[src/rtl/multicycle_ctrl.sv]
module multicycle_ctrl #(
  parameter int          OPW     = 6,
  parameter logic [5:0]  OP_LOAD = 6'h23,
  parameter logic [5:0]  OP_STOR = 6'h2B,
  parameter logic [5:0]  OP_ALU  = 6'h00,
  parameter logic [5:0]  OP_BEQ  = 6'h04,
  parameter logic [5:0]  OP_JMP  = 6'h02,
  parameter logic [5:0]  FN_JREG = 6'h08
) (
  input  logic           clk,
  input  logic           rst,
  input  logic [OPW-1:0] op_i,
  input  logic [OPW-1:0] fn_i,
  output logic           mem_rd_en,
  output logic           mem_wr_en,
  output logic           mem_addr_sel,
  output logic           ir_load,
  output logic           rf_dst_rd,
  output logic           rf_wr_en,
  output logic           wb_from_mem,
  output logic           alu_a_sel,
  output logic [1:0]     alu_b_sel,
  output logic [1:0]     alu_mode,
  output logic           pc_load,
  output logic           pc_load_cond,
  output logic [1:0]     pc_src
);

  typedef enum logic [3:0] {
    ST_FETCH, ST_DECODE, ST_ADDR, ST_LDMEM, ST_LDWB, ST_STMEM,
    ST_EXEC, ST_RWB, ST_BRANCH, ST_JUMP, ST_JREG
  } state_t;

  state_t state, state_nx;

  always_ff @(posedge clk) begin
    if (rst) state <= ST_FETCH;
    else     state <= state_nx;
  end

  always_comb begin
    state_nx = ST_FETCH;
    unique case (state)
      ST_FETCH:  state_nx = ST_DECODE;
      ST_DECODE: begin
        if (op_i == OP_LOAD || op_i == OP_STOR)  state_nx = ST_ADDR;
        else if (op_i == OP_ALU)                 state_nx = (fn_i == FN_JREG) ? ST_JREG : ST_EXEC;
        else if (op_i == OP_BEQ)                 state_nx = ST_BRANCH;
        else if (op_i == OP_JMP)                 state_nx = ST_JUMP;
        else                                     state_nx = ST_FETCH;
      end
      ST_ADDR:   state_nx = (op_i == OP_STOR) ? ST_STMEM : ST_LDMEM;
      ST_LDMEM:  state_nx = ST_LDWB;
      ST_EXEC:   state_nx = ST_RWB;
      default:   state_nx = ST_FETCH;
    endcase
  end

  assign mem_rd_en    = (state == ST_FETCH) || (state == ST_LDMEM);
  assign mem_wr_en    = (state == ST_STMEM);
  assign mem_addr_sel = (state == ST_LDMEM) || (state == ST_STMEM);
  assign ir_load      = (state == ST_FETCH);
  assign rf_dst_rd    = (state == ST_RWB);
  assign rf_wr_en     = (state == ST_LDWB) || (state == ST_RWB);
  assign wb_from_mem  = (state == ST_LDWB);
  assign alu_a_sel    = (state == ST_ADDR) || (state == ST_EXEC) || (state == ST_BRANCH);
  assign alu_b_sel    = (state == ST_FETCH)  ? 2'b01 :
                        (state == ST_DECODE) ? 2'b11 :
                        (state == ST_ADDR)   ? 2'b10 : 2'b00;
  assign alu_mode     = (state == ST_EXEC)   ? 2'b10 :
                        (state == ST_BRANCH) ? 2'b01 : 2'b00;
  assign pc_load      = (state == ST_FETCH) || (state == ST_JUMP) || (state == ST_JREG);
  assign pc_load_cond = (state == ST_BRANCH);
  assign pc_src       = (state == ST_BRANCH) ? 2'b01 :
                        (state == ST_JUMP)   ? 2'b10 :
                        (state == ST_JREG)   ? 2'b11 : 2'b00;

  p_fetch_after_reset_r1: assert property (@(posedge clk) disable iff (rst)
    $past(rst) |-> (ir_load && mem_rd_en && pc_load && !mem_addr_sel));

  p_decode_follows_fetch_r2: assert property (@(posedge clk) disable iff (rst)
    ir_load |=> (alu_b_sel == 2'b11 && !pc_load && !mem_rd_en));

  p_load_writeback_r3: assert property (@(posedge clk) disable iff (rst)
    (mem_rd_en && mem_addr_sel) |=> (rf_wr_en && wb_from_mem && !rf_dst_rd));

  p_store_returns_r4: assert property (@(posedge clk) disable iff (rst)
    mem_wr_en |=> ir_load);

  p_exec_then_write_r5: assert property (@(posedge clk) disable iff (rst)
    (alu_mode == 2'b10) |=> (rf_wr_en && rf_dst_rd && !wb_from_mem));

  p_branch_returns_r6: assert property (@(posedge clk) disable iff (rst)
    pc_load_cond |=> ir_load);

  p_jreg_target_r8: assert property (@(posedge clk) disable iff (rst)
    (alu_b_sel == 2'b11 && op_i == OP_ALU && fn_i == FN_JREG) |=> (pc_load && pc_src == 2'b11));

  p_strobes_exclusive_r11: assert property (@(posedge clk) disable iff (rst)
    !(mem_rd_en && mem_wr_en) && !(pc_load && pc_load_cond));

endmodule

[config.mk]
export PLATFORM = sky130hd
export DESIGN_NAME = multicycle_ctrl
export DESIGN_NICKNAME = d
export VERILOG_FILES = /design/src/rtl/multicycle_ctrl.sv
export SDC_FILE = /design/constraint.sdc
export NUM_CORES = 1
export LEC_CHECK = 0
export BUFFER_PORTS_ARGS = -buffer_cell sky130_fd_sc_hd__buf_2
export CORE_AREA = 2 2 39 41
export CTS_BUF_LIST = sky130_fd_sc_hd__clkbuf_16
export CTS_CLUSTER_SIZE = 28
export DETAILED_ROUTE_END_ITERATION = 10
export DIE_AREA = 0 0 41 43
export PLACE_DENSITY_LB_ADDON = 0.1
export SYNTH_ARGS = -nofsm -noshare
export SYNTH_HDL_FRONTEND = slang
export SYNTH_SLANG_ARGS = --single-unit
[constraint.sdc]
create_clock -name clk -period 1.8 [get_ports clk]
set_input_delay 0.27 -clock clk [delete_from_list [all_inputs] [get_ports clk]]
set_output_delay 0.27 -clock clk [all_outputs]
set_load 0.05 [all_outputs]
==> out/results.txt, run 1 <==
Synthesized instance count: 58
Worst EP required: 1530 ps
TritonCTS clock tree: yes
Status: complete, no violations
Critical Path End: alu_b_sel[1]
Crit share post-route: 95.9%
Worst setup margin: 73.2 ps
VDD IR-drop max: 0.598 mV
Placer Congestion: 0.763
FF-to-FF Start: state[0]
Final core utilization: 54.0%
CTS clk-pin slew, worst paths: 30 ps
R2R cell count: 4
Vias per cell: 5.00
Synth Warn #: 0
Multi-input gate area: 374 um2
PortBufs: 29
Core Box Area: 0.00138 mm2
CP endpoint kind: primary output
Syn Std Cell Area: 435 um2
CTS root buf: clkbuf_16
First-pass GRT wire length: 1.97 mm
Largest net degree at the start of global routing: 11
Post-DRT Antenna Nets: 0
Top FF cell, synth: dfxtp_1
Gr usage total: 16.5%
Boundary pin count: 30
Register bit total from synthesis: 4
Aggregate global routing overflow: 0
# fillers: 132
Unrepaired setup endpoints after global routing: false
WP data arrival: 1460 ps
Number of core rows: 14
Crit path max-delay cell type: or2b_2
HP Class: in -> reg
Final Hold Fails: 0
Biggest register: state
Most frequent cells in the layout: 28 x buf_2, 8 x nor2_1, 6 x nor3_2, 6 x buf_4, 4 x nand2b_1
Initial antenna violation count: 0
N_diodes: 0
Critical Path Start: state[1]
Worst setup SP type: register
CP max stage delay: 350 ps
Share of post-route cells with drive strength above 1: 59.8%
Nets: 108
R2r setup slk: 320 ps
Placed wire-length estimate: 979 um
Slew Limit Fails: 0
Biggest regs: state (4)
Number of buffers created by CTS: 3
Routed wire length: 1.22 mm
Leak: 0.349 nW
1st-iter DRT viols: 2
Drt drc: 0
Worst-path fanout max: 5
Total power: 566 uW
EDFF count, synth: 0
Most frequent standard cell in the layout excluding fill and tap cells: buf_2
Worst Setup Slack post-DPL: 136 ps
Max capacitance violation total: 0
Max Buffers Root-to-Sink: 2
Max reg flops: 4
Die area: 0.00176 mm2
CP cell instances: or2b_2 > and2_1 > nor3_2 > buf_2
Syn Nets: 72
DR vias: 540
DRT Pass-1 Iters: 2
Number of global-route vias before repair: 488
Sequential area share after synthesis: 18.4%
Average cell area after synthesis: 7.51 um2
Post-synth cell types: 28
Area Overhead vs Synth: 71.6%
Final Skew: 0.846 ps
Die Y: 43 um
Clk sinks: 4
Initial Utilization: 31.5%
P per Cell Area: 757 mW/mm2
R2R Path End: state[0]
Register Area: 81.3 um2
Final Setup Violations: 0
Measured slew at the worst slew-check pin: 422 ps
H-tree depth: 1
Clock latency at the later pin of the worst-skew pair: 230 ps
Max transition margin: 71.8%
Die Wd: 41 um
Fmax: 579 MHz
Async SR Flop Fraction: 0%
Drt wl/cell: 11.3 um
Final min period: 1730 ps
Crit path kind: reg -> out
[routing by layer]
layer  vias to the layer above  share of wire [%]  track usage [%]
met5                         -                  0                0
met4                         0               0.98             8.00
met3                         2                4.7             6.28
met2                        12                 48             25.6
met1                       243                 46             18.8
li1                        283                  -                -
[worst max-delay path: cells and delay by family (launching register included)]
family                 cells  cell delay (ps)
and+or+nand+nor            3              620
DFF                        1              330
buffers and inverters      1              270
[worst min-delay path by stage]
stage	startpoint	endpoint	slack, ps	depth (start not counted)
4_1_cts	rst	state[3]	230	2
3_3_place_gp	rst	state[3]	470	2
5_1_grt	rst	state[3]	250	2
3_5_place_dp	rst	state[3]	470	2
2_1_floorplan	rst	state[3]	350	1
6_report	rst	state[3]	230	2
[synthesized netlist by cell type (2+ instances only)]
cell / count / area share (%)
a2111oi_2: 2 / 6.9
buf_4: 3 / 5.2
dfxtp_1: 4 / 18
nand2_1: 3 / 2.6
nand2b_1: 4 / 5.7
nor2_1: 9 / 7.8
nor3_1: 9 / 10
nor3b_1: 2 / 3.4
o21ai_0: 2 / 2.3
or4_4: 2 / 5.2
[timing repair]
item                                    4_1_cts  5_1_grt
buffers inserted                              0        0
pin swaps                                     0        0
endpoints found under the setup margin        1        1
hold buffers                                  0        0
resized for setup                             2        1
cloned                                        0        0
[power by group]
group,switching (mW),leakage [nW],internal [mW]
clock,0.0644,0.0370,0.284
sequential,0.00357,0.0327,0.0923
combinational,0.0752,0.279,0.0462
total,0.143,0.349,0.422
[stage by stage]
stage                     cell area, um2  hold WS [ps]  setup TNS, ps  cells
after floorplan                      488           346           -232     58
after global placement               664           468              0    105
after detailed placement             664           468              0    105
after CTS                            743           235              0    108
after global routing                 747           251              0    108
final                                747           234              0    108
[kinds of logic after synthesis]
group / Yosys count / share of synthesized area, %
xor gates and xnor gates: 1 / 2.01
buffers and inverters: 4 / 7.76
DFF: 4 / 18.4
and+or+nand+nor: 39 / 52.0
AOI/OAI and AO/OA: 10 / 19.8
[area by class of cell]
type / instances / share of cell area [%]
clock buffer: 3 / 10.1
tap: 16 / 2.68
sequential: 4 / 10.9
timing repair buffer: 35 / 26.3
multi-input combinational: 50 / 50.1
Note: power is estimated with default switching activity, not from simulation.
==> run 2, diff against run 1 <==
PLACE_DENSITY = 0.75   (was not set)
PLACE_DENSITY_LB_ADDON = not set   (was 0.1)
==> out/results.txt, run 2 (synthesized netlist as in run 1, its figures left out) <==
Vias per cell: 5.34 (was 5.00)
1st-iter DRT viols: 15 (was 2)
Area Overhead vs Synth: 70.7% (was 71.6%)
Crit path kind: reg -> out (unchanged)
Die Wd: 41 um (unchanged)
Worst setup SP type: register (unchanged)
WP data arrival: 1460 ps (about the same)
HP Class: in -> reg (unchanged)
Aggregate global routing overflow: 0 (unchanged)
Die Y: 43 um (unchanged)
Placed wire-length estimate: 970 um (was 979 um)
Worst EP required: 1530 ps (about the same)
CP endpoint kind: primary output (unchanged)
Final Skew: 1.76 ps (was 0.846 ps)
Number of global-route vias before repair: 512 (was 488)
P per Cell Area: 754 mW/mm2 (was 757 mW/mm2)
Biggest regs: state (4) (unchanged)
N_diodes: 0 (unchanged)
Status: complete, no violations (unchanged)
Post-DRT Antenna Nets: 0 (unchanged)
Biggest register: state (unchanged)
Final core utilization: 53.7% (was 54.0%)
Worst-path fanout max: 6 (was 5)
Max reg flops: 4 (unchanged)
TritonCTS clock tree: yes (unchanged)
Boundary pin count: 30 (unchanged)
VDD IR-drop max: 0.977 mV (was 0.598 mV)
DRT Pass-1 Iters: 4 (was 2)
CTS clk-pin slew, worst paths: 30 ps (about the same)
Number of core rows: 14 (unchanged)
Final min period: 1730 ps (about the same)
Clk sinks: 4 (unchanged)
Drt drc: 0 (unchanged)
Final Hold Fails: 0 (unchanged)
Slew Limit Fails: 0 (unchanged)
Max Buffers Root-to-Sink: 2 (unchanged)
Number of buffers created by CTS: 3 (unchanged)
Drt wl/cell: 12.2 um (was 11.3 um)
Worst setup margin: 73.8 ps (was 73.2 ps)
Post-DP Area: 649 um2 (was 664 um2)
Total power: 560 uW (was 566 uW)
Die area: 0.00176 mm2 (unchanged)
# fillers: 129 (was 132)
Clock latency at the later pin of the worst-skew pair: 220 ps (was 230 ps)
First-pass GRT wire length: 2.04 mm (was 1.97 mm)
Max transition margin: 72.8% (was 71.8%)
CTS root buf: clkbuf_16 (unchanged)
Core Box Area: 0.00138 mm2 (unchanged)
Crit share post-route: 95.9% (about the same)
Most frequent cells in the layout: 27 x buf_2, 8 x nor2_1, 6 x nor3_2 (was 28 x buf_2, 8 x nor2_1, 6 x nor3_2, 6 x buf_4, 4 x nand2b_1)
Fmax: 579 MHz (about the same)
Gr usage total: 16.8% (was 16.5%)
Initial Utilization: 31.5% (unchanged)
Share of post-route cells with drive strength above 1: 61.1% (was 59.8%)
Measured slew at the worst slew-check pin: 407 ps (was 422 ps)
PortBufs: 29 (unchanged)
Leak: 0.342 nW (was 0.349 nW)
Nets: 106 (was 108)
Worst Setup Slack post-DPL: 118 ps (was 136 ps)
Largest net degree at the start of global routing: 11 (unchanged)
Most frequent standard cell in the layout excluding fill and tap cells: buf_2 (unchanged)
Placer Congestion: 0.812 (was 0.763)
DR vias: 566 (was 540)
Routed wire length: 1.29 mm (was 1.22 mm)
Max capacitance violation total: 0 (unchanged)
Initial antenna violation count: 0 (unchanged)
H-tree depth: 1 (unchanged)
Fin area: 743 um2 (was 747 um2)
Final Setup Violations: 0 (unchanged)
Tightest hold margin: 241 ps (was 234 ps)
==> run 2: worst paths after layout <==
| kind | start | end | slack, ps | cells after the start |
|---|---|---|---|---|
| worst max-delay path | state[0] | pc_load | 70 | 5 |
| worst min-delay path | rst | state[3] | 240 | 2 |
| worst max register to register | state[0] | state[0] | 270 | 4 |
| worst min register to register | state[2] | state[3] | 650 | 2 |
==> run 2: cell type report <==
| type | instances | area, um2 | share of cell area (%) |
|---|---|---|---|
| Clock buffer | 3 | 75.1 | 10.1 |
| Multi-Input combinational cell | 50 | 379 | 51.0 |
| Sequential cell | 4 | 85.1 | 11.4 |
| Tap cell | 16 | 20.0 | 2.69 |
| Timing Repair Buffer | 33 | 184 | 24.7 |
==> run 2: per-stage QoR <==
step / cells / setup TNS, ps
floorplan: 58 / -232
global placement: 103 / 0
detailed placement: 103 / 0
CTS: 106 / 0
global route: 106 / -2.69
finish: 106 / 0
==> run 2: metal layers <==
layer | wire length [um] | GRT usage [%]
met5 | 0 | 0
met4 | 0 | 4.67
met3 | 91 | 8.38
met2 | 690 | 26.3
met1 | 508 | 19.5
==> run 2: worst max-delay path: stages (launching register included) <==
cell and delay [ps]:
dfxtp_4 370, or2b_4 300, and2_1 190, nor2_2 90, or2_1 120, buf_6 160
==> run 2: timing repair <==
action	4_1_cts	5_1_grt
setup buffers	0	0
gates resized for setup	2	7
hold buffers	0	0
endpoints found under the setup margin	3	9
==> run 2: report_power, final <==
| part | internal [mW] | switching, mW | leakage [nW] |
|---|---|---|---|
| clock | 0.283 | 0.0567 | 0.0370 |
| sequential | 0.0919 | 0.00444 | 0.0336 |
| combinational | 0.0474 | 0.0765 | 0.271 |
==> run 3, diff against run 2 <==
RECOVER_POWER = 100   (was not set)
==> out/results.txt, run 3 (synthesized netlist as in run 1, its figures left out) <==
Core Box Area: 0.00138 mm2 (unchanged)
Slew Limit Fails: 0 (unchanged)
Status: complete, no violations (unchanged)
# fillers: 131 (was 129)
Max reg flops: 4 (unchanged)
Die area: 0.00176 mm2 (unchanged)
Initial antenna violation count: 0 (unchanged)
Measured slew at the worst slew-check pin: 456 ps (was 407 ps)
P per Cell Area: 762 mW/mm2 (was 754 mW/mm2)
Biggest register: state (unchanged)
N_diodes: 0 (unchanged)
Max capacitance violation total: 0 (unchanged)
Boundary pin count: 30 (unchanged)
WP data arrival: 1460 ps (about the same)
FF-to-FF Start: state[0] (unchanged)
Worst-path fanout max: 6 (unchanged)
Non-filler cells, final: 106 (unchanged)
Crit path kind: reg -> out (unchanged)
Aggregate global routing overflow: 0 (unchanged)
Min-Delay Endpoint: state[3] (unchanged)
Drt wl/cell: 12.3 um (was 12.2 um)
R2R Path End: state[3] (was state[0])
R2R cell count: 3 (was 4)
H-tree depth: 1 (unchanged)
PortBufs: 29 (unchanged)
Total power: 558 uW (was 560 uW)
Post-DRT Antenna Nets: 0 (unchanged)
Most frequent cells in the layout: 18 x buf_2, 9 x clkbuf_2, 8 x nor2_1 (was 27 x buf_2, 8 x nor2_1, 6 x nor3_2)
Final Hold Fails: 0 (unchanged)
Post-CTS setup repair buffer count: 0 (unchanged)
Number of global-route vias before repair: 512 (unchanged)
VDD IR-drop max: 0.973 mV (was 0.977 mV)
Share of post-route cells with drive strength above 1: 58.9% (was 61.1%)
Hold-fix buffers, CTS: 0 (unchanged)
Vias per cell: 5.37 (was 5.34)
CTS resizes: 2 (unchanged)
Hold path cells: 2 (unchanged)
Drt drc: 0 (unchanged)
1st-iter DRT viols: 16 (was 15)
CTS root buf: clkbuf_16 (unchanged)
Min-delay src: rst (unchanged)
Worst setup margin: 65.2 ps (was 73.8 ps)
Max transition margin: 69.5% (was 72.8%)
Final Skew: 1.75 ps (was 1.76 ps)
Number of core rows: 14 (unchanged)
Worst setup SP type: register (unchanged)
Area Overhead vs Synth: 68.1% (was 70.7%)
Worst Setup Slack post-DPL: 118 ps (unchanged)
Dpl cells: 103 (unchanged)
Max Buffers Root-to-Sink: 2 (unchanged)
Placed wire-length estimate: 970 um (unchanged)
Fmax: 576 MHz (was 579 MHz)
Crit share post-route: 96.4% (was 95.9%)
DRT Pass-1 Iters: 4 (unchanged)
Largest net degree at the start of global routing: 11 (unchanged)
R2r setup slk: 230 ps (was 270 ps)
DR vias: 569 (was 566)
Gr usage total: 16.8% (unchanged)
HP Class: in -> reg (unchanged)
First-pass GRT wire length: 2.04 mm (unchanged)
Clk sinks: 4 (unchanged)
Initial Utilization: 31.5% (unchanged)
TritonCTS clock tree: yes (unchanged)
Routed wire length: 1.31 mm (was 1.29 mm)
Number of buffers created by CTS: 3 (unchanged)
Final min period: 1730 ps (about the same)
Nets: 106 (unchanged)
Die Wd: 41 um (unchanged)
CP endpoint kind: primary output (unchanged)
Final Setup Violations: 0 (unchanged)
Worst EP required: 1530 ps (about the same)
Leak: 0.338 nW (was 0.342 nW)
Tightest hold margin: 247 ps (was 241 ps)
Placer Congestion: 0.812 (unchanged)
Clock latency at the later pin of the worst-skew pair: 220 ps (about the same)
Die Y: 43 um (unchanged)
Most frequent standard cell in the layout excluding fill and tap cells: buf_2 (unchanged)
CTS clk-pin slew, worst paths: 30 ps (about the same)
Biggest regs: state (4) (unchanged)
run 3: cell count changes in the layout (fill, tap and decap cells not counted):
cell / previous run / this run
clkbuf_4: 0 / 1
a2111oi_1: 0 / 1
a2111oi_2: 2 / 0
buf_4: 5 / 4
a2111oi_0: 0 / 1
clkbuf_2: 0 / 9
buf_2: 27 / 18
run 3: power by group:
group / internal [mW] / switching (mW)
Combinational: 0.0467 / 0.0755
Sequential: 0.0919 / 0.00444
Clock: 0.283 / 0.0558
run 3: worst max-delay path, cell delays in order, from the launching register on:
cell     delay [ps]
dfxtp_4         370
or2b_4          300
and2_1          190
nor2_2           90
or2_1           130
buf_6           160
run 3: per-stage QoR:
step | area (um2) | util (%) | TNS, ps
after global routing | 732 | 52.9 | -2.70
after CTS | 728 | 52.6 | 0
after floorplan | 488 | - | -232
after global placement | 649 | 46.9 | 0
final | 732 | 52.9 | 0
after detailed placement | 649 | 46.9 | 0
run 3: cell type report:
cell class	count	area [um2]	area share, %
clock buffers	3	75.1	10.3
well taps	16	20.0	2.74
multi-input cells	50	368	50.3
flip-flops and latches	4	85.1	11.6
repair buffers	33	184	25.1
run 3: worst max-delay path by stage:
stage	start	to	slack, ps	cells after the start
finish	state[0]	pc_load	70	5
global route	state[0]	pc_load	-3	5
CTS	state[0]	pc_load	30	5
detailed placement	op_i[5]	state[3]	120	4
global placement	op_i[5]	state[0]	150	5
floorplan	state[0]	pc_load	-230	4
run 3: per-layer routing:
layer / vias to the layer above / part of all wire, % / track usage, %
li1: 279 / - / -
met1: 268 / 40 / 19.5
met2: 22 / 53 / 26.3
met3: 0 / 6.7 / 8.38
met4: 0 / 0 / 4.67
met5: - / 0 / 0
